## src/rtl/sync_det_pkg.sv

```systemverilog
package sync_det_pkg;

  // Threshold for one code bit position.
  function automatic int unsigned bit_threshold(input int unsigned base_log2,
                                                input int unsigned idx);
    return 32'd1 << (base_log2 + idx);
  endfunction

endpackage

```

## src/rtl/sync_edge_detect.sv

```systemverilog
module sync_edge_detect #(
  parameter int unsigned STAGES = 2
) (
  input  logic clk,
  input  logic rst_n,
  input  logic async_in,
  output logic rise
);

  logic [STAGES-1:0] chain_q;
  logic              last_q;

  always_ff @(posedge clk or negedge rst_n) begin
    if (!rst_n) begin
      chain_q <= '0;
      last_q  <= 1'b0;
    end else begin
      chain_q <= {chain_q[STAGES-2:0], async_in};
      last_q  <= chain_q[STAGES-1];
    end
  end

  assign rise = chain_q[STAGES-1] & ~last_q;

  AST_RISE_SINGLE: assert property (@(posedge clk) disable iff (!rst_n)
    rise |=> !rise);

endmodule

```

## src/rtl/sync_thr_decode.sv

```systemverilog
module sync_thr_decode
  import sync_det_pkg::*;
#(
  parameter int unsigned BASE_LOG2 = 4,
  parameter int unsigned NUM_CODES = 4,
  localparam int unsigned CNT_W = BASE_LOG2 + NUM_CODES
) (
  input  logic [NUM_CODES-1:0] code,
  output logic [CNT_W-1:0]     thr,
  output logic                 enable
);

  logic [NUM_CODES-1:0][CNT_W-1:0] cand;

  for (genvar gi = 0; gi < NUM_CODES; gi++) begin : g_cand
    assign cand[gi] = CNT_W'(bit_threshold(BASE_LOG2, gi));
  end

  // Ascending scan: the highest set bit is the last to assign.
  always_comb begin
    thr = '0;
    for (int i = 0; i < NUM_CODES; i++) begin
      if (code[i]) thr = cand[i];
    end
  end

  assign enable = |code;

endmodule

```

## src/rtl/sync_pulse_counter.sv

```systemverilog
module sync_pulse_counter #(
  parameter int unsigned CNT_W = 8
) (
  input  logic             clk,
  input  logic             rst_n,
  input  logic             enable,
  input  logic             inc,
  input  logic             clr,
  output logic [CNT_W-1:0] count
);

  localparam logic [CNT_W-1:0] CNT_MAX = '1;

  always_ff @(posedge clk or negedge rst_n) begin
    if (!rst_n) begin
      count <= '0;
    end else if (!enable) begin
      count <= '0;
    end else if (clr) begin
      count <= inc ? CNT_W'(1) : '0;
    end else if (inc && count != CNT_MAX) begin
      count <= count + 1'b1;
    end
  end

  AST_HELD_ZERO: assert property (@(posedge clk) disable iff (!rst_n)
    !enable |=> count == '0);
  AST_WINDOW_RESTART: assert property (@(posedge clk) disable iff (!rst_n)
    (enable && clr && !inc) |=> count == '0);
  AST_COUNT_STEP: assert property (@(posedge clk) disable iff (!rst_n)
    (enable && !clr && inc && count != CNT_MAX) |=> count == $past(count) + 1'b1);
  AST_NO_WRAP: assert property (@(posedge clk) disable iff (!rst_n)
    (enable && !clr && count == CNT_MAX) |=> count == CNT_MAX);

endmodule

```

## src/rtl/sync_presence_detector.sv

```systemverilog
module sync_presence_detector #(
  parameter int unsigned BASE_LOG2   = 4,
  parameter int unsigned NUM_CODES   = 4,
  parameter int unsigned SYNC_STAGES = 2
) (
  input  logic                 clk,
  input  logic                 rst_n,
  input  logic                 sync_in,
  input  logic                 win_tick,
  input  logic [NUM_CODES-1:0] thr_code,
  output logic                 sync_present
);

  localparam int unsigned CNT_W = BASE_LOG2 + NUM_CODES;

  logic [NUM_CODES-1:0] code_q;
  logic [CNT_W-1:0]     thr;
  logic [CNT_W-1:0]     count;
  logic                 det_en;
  logic                 rise;

  always_ff @(posedge clk or negedge rst_n) begin
    if (!rst_n) code_q <= '0;
    else        code_q <= thr_code;
  end

  sync_edge_detect #(.STAGES(SYNC_STAGES)) u_edge (
    .clk      (clk),
    .rst_n    (rst_n),
    .async_in (sync_in),
    .rise     (rise)
  );

  sync_thr_decode #(.BASE_LOG2(BASE_LOG2), .NUM_CODES(NUM_CODES)) u_dec (
    .code   (code_q),
    .thr    (thr),
    .enable (det_en)
  );

  sync_pulse_counter #(.CNT_W(CNT_W)) u_cnt (
    .clk    (clk),
    .rst_n  (rst_n),
    .enable (det_en),
    .inc    (rise),
    .clr    (win_tick),
    .count  (count)
  );

  always_ff @(posedge clk or negedge rst_n) begin
    if (!rst_n)        sync_present <= 1'b0;
    else if (!det_en)  sync_present <= 1'b0;
    else if (win_tick) sync_present <= (count >= thr);
  end

  AST_DISABLED_LOW: assert property (@(posedge clk) disable iff (!rst_n)
    (code_q == '0) |=> !sync_present);
  AST_FLAG_HOLDS: assert property (@(posedge clk) disable iff (!rst_n)
    (!win_tick && det_en) |=> $stable(sync_present));
  AST_CODE_FOLLOWS: assert property (@(posedge clk) disable iff (!rst_n)
    1'b1 |=> code_q == $past(thr_code));

endmodule

```

## config.mk

```make
export PLATFORM = sky130hd
export DESIGN_NAME = sync_presence_detector
export DESIGN_NICKNAME = d
export VERILOG_FILES = /design/src/rtl/sync_det_pkg.sv /design/src/rtl/sync_edge_detect.sv /design/src/rtl/sync_thr_decode.sv /design/src/rtl/sync_pulse_counter.sv /design/src/rtl/sync_presence_detector.sv
export SDC_FILE = /design/constraint.sdc
export NUM_CORES = 1
export LEC_CHECK = 0
export BUFFER_PORTS_ARGS = -buffer_cell sky130_fd_sc_hd__clkbuf_2
export CORE_MARGIN = 1.5
export CORE_UTILIZATION = 33
export CTS_BUF_LIST = sky130_fd_sc_hd__clkbuf_4
export CTS_CLUSTER_SIZE = 25
export DETAILED_ROUTE_END_ITERATION = 16
export SETUP_SLACK_MARGIN = 0.3
export SYNTH_ARGS = -nofsm -noshare
export SYNTH_HDL_FRONTEND = slang
export SYNTH_SLANG_ARGS = --single-unit
```

## constraint.sdc

```tcl
create_clock -name clk -period 2.9 [get_ports clk]
set_input_delay 0.725 -clock clk [delete_from_list [all_inputs] [get_ports clk]]
set_output_delay 0.725 -clock clk [all_outputs]
set_load 0.02 [all_outputs]
```

# Word-level counts from Yosys, hierarchy flattened
# Index checks and enable logic that the tools add are counted.
dict set report word_totals {
  out_inout_bits 1
  in_bits 8
  regBits 16
  wordCells 24
}
dict set report op_classes {
  muxes 10
  eq_ne 3
  add_sub_neg 1
  magnitude_cmp 1
  bitwise 2
  reduce_logical 2
}
# cell n
set ops {}
lappend ops {{$mux W8} 4}
lappend ops {{$add A8 B1 Y8 const B} 1}
lappend ops {{$ge A8 B8 Y1} 1}
lappend ops {{$ne A8 B8 Y1 const B} 1}
lappend ops {{$mux W7} 1}
lappend ops {{$mux W6} 1}
lappend ops {{$mux W5} 1}
lappend ops {{$reduce_or A4 Y1} 1}
lappend ops {{$mux W1} 3}
lappend ops {{$ne A3 B2 Y1 const B} 1}
lappend ops {{$ne A2 B2 Y1 const B} 1}
lappend ops {{$and A1 B1 Y1} 1}
lappend ops {{$logic_and A1 B1 Y1} 1}
lappend ops {{$not A1 Y1} 1}

# Logic depth before layout (Yosys ltp)
dict set report logic_depth {
  ltp_word 7
  mapped_depth 7
  depth_no_buf 7
}

# Cells and area by module
# From an unflattened synthesis, not the netlist that was laid out.
dict set report unflattened {
  cells_unflattened 98
  hier_area_um2 989.7
}
# module n_inst cells_each area_each_um2 seq_area_each_um2
set by_module_without_submodules {}
lappend by_module_without_submodules {sync_pulse_counter 1 50 501.7 200.2}
lappend by_module_without_submodules {sync_presence_detector 1 34 327.8 125.1}
lappend by_module_without_submodules {sync_edge_detect 1 4 88.8 75.1}
lappend by_module_without_submodules {sync_thr_decode 1 10 71.3 0.0}

# Least setup slack after synthesis
# Ideal clock, no wire load.
dict set report synth_timing {
  kind {register to register}
  start {reg code_q[3]}
  end {reg sync_present}
  period_less_slack_ps 1681
  path_slack_ps 1219
  path_stages_with_launch 7
  setup_ps 139
  path_buffers 0
  required_ps 2761
  t_arrival_ps 1542
  cell_sequence {dfrtp_1 -> nor4b_1 -> ha_1 -> nor4bb_1 -> a221o_1 -> a31oi_1 -> nor3_1}
}
dict set report synth_via {
  elab_chain_cells 4
  elab_cells_between_ends 6
  classes_between {1 x order compare; 1 x eq/ne; 3 x mux; 1 x reduce/logical}
}
# element line
set synth_lines {}
lappend synth_lines {{from (decl)} sync_presence_detector.sv:16} ;# logic [NUM_CODES-1:0] code_q;
lappend synth_lines {{from (signal assigned)} sync_presence_detector.sv:24} ;# else code_q <= thr_code;
lappend synth_lines {{$mux W8} sync_thr_decode.sv:23} ;# if (code[i]) thr = cand[i];
lappend synth_lines {{$ge A8 B8 Y1} sync_presence_detector.sv:52} ;# else if (win_tick) sync_present <= (count >= thr);
lappend synth_lines {{$mux W1} sync_presence_detector.sv:52}
lappend synth_lines {{$mux W1} sync_presence_detector.sv:51} ;# else if (!det_en) sync_present <= 1'b0;
lappend synth_lines {{to (signal assigned)} sync_presence_detector.sv:52}
lappend synth_lines {{to (decl)} sync_presence_detector.sv:11} ;# output logic sync_present
# Parallel ways exist; a longest one is shown, timed or not. The select of a mux whose other input is x is not followed.
# A chain may end at the register's enable or synchronous reset.

# Worst setup path after layout
dict set report layout_timing {
  start {reg code_q[1]}
  end {reg sync_present}
}
dict set report layout_via {
  elab_chain_cells 6
  elab_cells_between_ends 8
  classes_between {1 x order compare; 1 x eq/ne; 5 x mux; 1 x reduce/logical}
}
# element line
set layout_lines {}
lappend layout_lines {{$mux W6} sync_thr_decode.sv:23}
lappend layout_lines {{$mux W7} sync_thr_decode.sv:23}
lappend layout_lines {{$mux W8} sync_thr_decode.sv:23}
lappend layout_lines {{$ge A8 B8 Y1} sync_presence_detector.sv:52}
lappend layout_lines {{$mux W1} sync_presence_detector.sv:52}
lappend layout_lines {{$mux W1} sync_presence_detector.sv:51}
# Parallel ways exist; a longest one is shown, timed or not. The select of a mux whose other input is x is not followed.

==> impl_results.md <==
* Fillers at 230
* Pleak at 0.4205 nW
* Final Cycle Share at 63.26%
* Multi-input logic area at 387.9 sq um
* All-layer global routing usage at 14.61%
* Post-layout util at 40.24%
* Critical path launch point type: register
* EDFF count, synth at 0
* Initial Utilization at 36.01%
* Setup crit end: sync_present
* Reg area at 400.4 sq um
* First DRT Iteration DRCs at 17
* Max-slew violation count at 0
* Final wirelength at 1.475 mm
* Die Ht at 52.84 um
* First-pass GRT wire length at 2.835 mm
* IO Count at 9
* Postcts setup bufs at 0
* Total grt overflow at 0
* Unrepaired setup endpoints after global routing: no
* Number of global-route vias before repair at 653
* Worst R2R Path Depth at 6
* PD cells at 430.6 nW/um^2
* Slew margin rel. at 60.03%
* Worst Max-Slew Pin Slew at 0.5941 ns
* Max H-tree Level at 1
* Fin crit period at 1.834 ns
* Post-route DRC violation count at 0
* CTS Sinks at 16
* Clk Latency, worst-skew pair at 0.29 ns
* Worst VDD drop at 201.3 uV
* Post-layout net count at 105
* Via count at 606
* Area Growth Syn to Fin at 11.76%
* Initial antenna violation count at 0
* Post-synth net total at 93
* Yosys warnings at 0
* Mean Syn Cell Area at 10.37 sq um
* Mapped cell area at 819.5 sq um
* Drt pass-1 iters at 4
* CTS tree: done
* CP Max Fanout at 3
* Setup Crit Path Kind: reg2reg
* Worst Setup SP: code_q[1]
* Reg-to-Reg Start: code_q[1]
* Setup TNS at 0 ns
* Resized Gates After CTS at 0
* Post-route cell area at 915.9 sq um
* Clk root buf: clkbuf_4
* Die area at 2792 sq um
* Port bufs at 8
* DPL Wire Length at 1.125 mm
* Final setup viols at 0
* Min-delay worst type: in2async
* Outcome: finished, final reports clean
* Core area at 2276 sq um
* Longest Clk Path Bufs at 2
* R2r endpoint: sync_present
* Fraction of layout cells with a size suffix above 1 at 14.44%
* Num CTS Buffers at 3
* Fin. Hold Viols at 0
* Post-synth top area cell: dfrtp_1
* Setup crit end kind: register
* Top cell type's share of synthesized area at 48.85%
* FFs w/ async S/R, synth at 100.0%
* Yosys cell types at 27
* Worst endpoint required time at 3.06 ns
* Seq/Total Area, Yosys at 48.85%
* N_diodes at 0
* Max Cap Violations at 0
* Area contributors post-synth: dfrtp_1 49%, ha_1 9.2%, nand2_1 4.1%
* Max Freq at 545.1 MHz
* Arr. time, crit path at 1.99 ns
* Clock skew at 0.006354 ns
* Die X at 52.84 um
* Final GP Congestion at 0.7775
* Core Rows at 17
* Clock-pin transition on the worst setup and hold timing paths at 0.10 ns
* Yosys reg bits at 16
* Post-route ant nets at 0
* Post-CTS Hold Buffers at 0
* Most used DFF post-synth: dfrtp_1
* Placement Cell Area at 889.6 sq um
* Synth Instances at 79
* Detailed-route wire length per cell at 12.50 um
* Pin count of the biggest net entering global routing at 17
* Flop2flop setup slack at 1.07 ns
* Detailed-route vias per instance at 5.136
-- state kept, by name, indices dropped and copies added (netlist names) --
| register | flops |
|---|---|
| u_cnt.count | 8 |
| code_q | 4 |
| u_edge.chain_q | 2 |
| sync_present | 1 |
| u_edge.last_q | 1 |
-- critical path, cell delays in order, from the launching register on --
cell,delay (ns)
dfrtp_1,0.40
nor4b_1,0.36
ha_1,0.29
nor4bb_1,0.14
a221o_1,0.29
a31oi_1,0.17
nor3_1,0.06
-- cell type report --
cell class / instances / share of cell area (%)
Timing Repair Buffer: 8 / 4.372
Clock inverter: 1 / 0.4098
Sequential cell: 16 / 43.72
Tap cell: 28 / 3.825
Inverter: 7 / 2.869
Clock buffer: 3 / 2.459
Multi-Input combinational cell: 55 / 42.35
-- layout by cell type (no fill, tap or decap), drive strengths merged, types with 3 or more instances in the layout --
cell,instances
inv,7
mux2i,3
nor2,5
dfrtp,16
ha,6
a21oi,3
clkbuf,11
nand2,9
nand4,3
nand3,4
-- how the worst min path moves through the flow --
stage	to	depth (start not counted)	from	slack, ns
floorplan	u_edge.chain_q[1]	0	u_edge.chain_q[0]	0.33
global placement	u_edge.chain_q[1]	0	u_edge.chain_q[0]	0.33
detailed placement	u_edge.chain_q[1]	0	u_edge.chain_q[0]	0.34
CTS	sync_present	1	rst_n	0.35
global route	code_q[0]	1	rst_n	0.36
finish	sync_present	1	rst_n	0.34
-- synth_stat cells, types with 2 or more instances --
| cell | number |
|---|---|
| inv_1 | 7 |
| mux2i_1 | 3 |
| a211oi_1 | 2 |
| nand4_1 | 2 |
| dfrtp_1 | 16 |
| nor4_1 | 2 |
| nand3b_1 | 2 |
| nand2_1 | 9 |
| o21ai_0 | 2 |
| nor2_1 | 5 |
| ha_1 | 6 |
| nor3_1 | 2 |
| nand3_1 | 4 |
| a21oi_1 | 3 |
| a31oi_1 | 2 |
-- power by group --
group	switching (W)	internal [W]	leakage, nW
Combinational	0.0000200	0.0000141	0.201
Sequential	0.00000820	0.000232	0.204
Clock	0.0000705	0.0000500	0.0154
-- cells by family after synthesis --
logic type / count (synthesis) / synth area share, %
compound gates: 12 / 9.465
fa+ha+maj: 6 / 9.160
buf+inv: 8 / 3.817
flops: 16 / 48.85
mux: 3 / 3.664
simple gates: 34 / 25.04
-- stage by stage --
step                instances  total power [W]  hold slack, ns  setup WS (ns)
floorplan                  79        0.0002622          0.3312          1.219
global placement          114        0.0002781          0.3330          1.136
detailed placement        114        0.0002787          0.3428          1.067
CTS                       118        0.0004001          0.3537          1.052
global route              118        0.0004214          0.3575         0.9176
finish                    118        0.0003944          0.3441          1.066
-- layer usage --
layer | share of wire [%] | GRT usage [%] | vias up
met5 | 0 | 0 | -
met4 | 2.3 | 7.692 | 0
met3 | 3.3 | 5.143 | 5
met2 | 46 | 24.17 | 7
met1 | 48 | 16.31 | 290
li1 | - | - | 304
(Power assumes the default switching activity.)
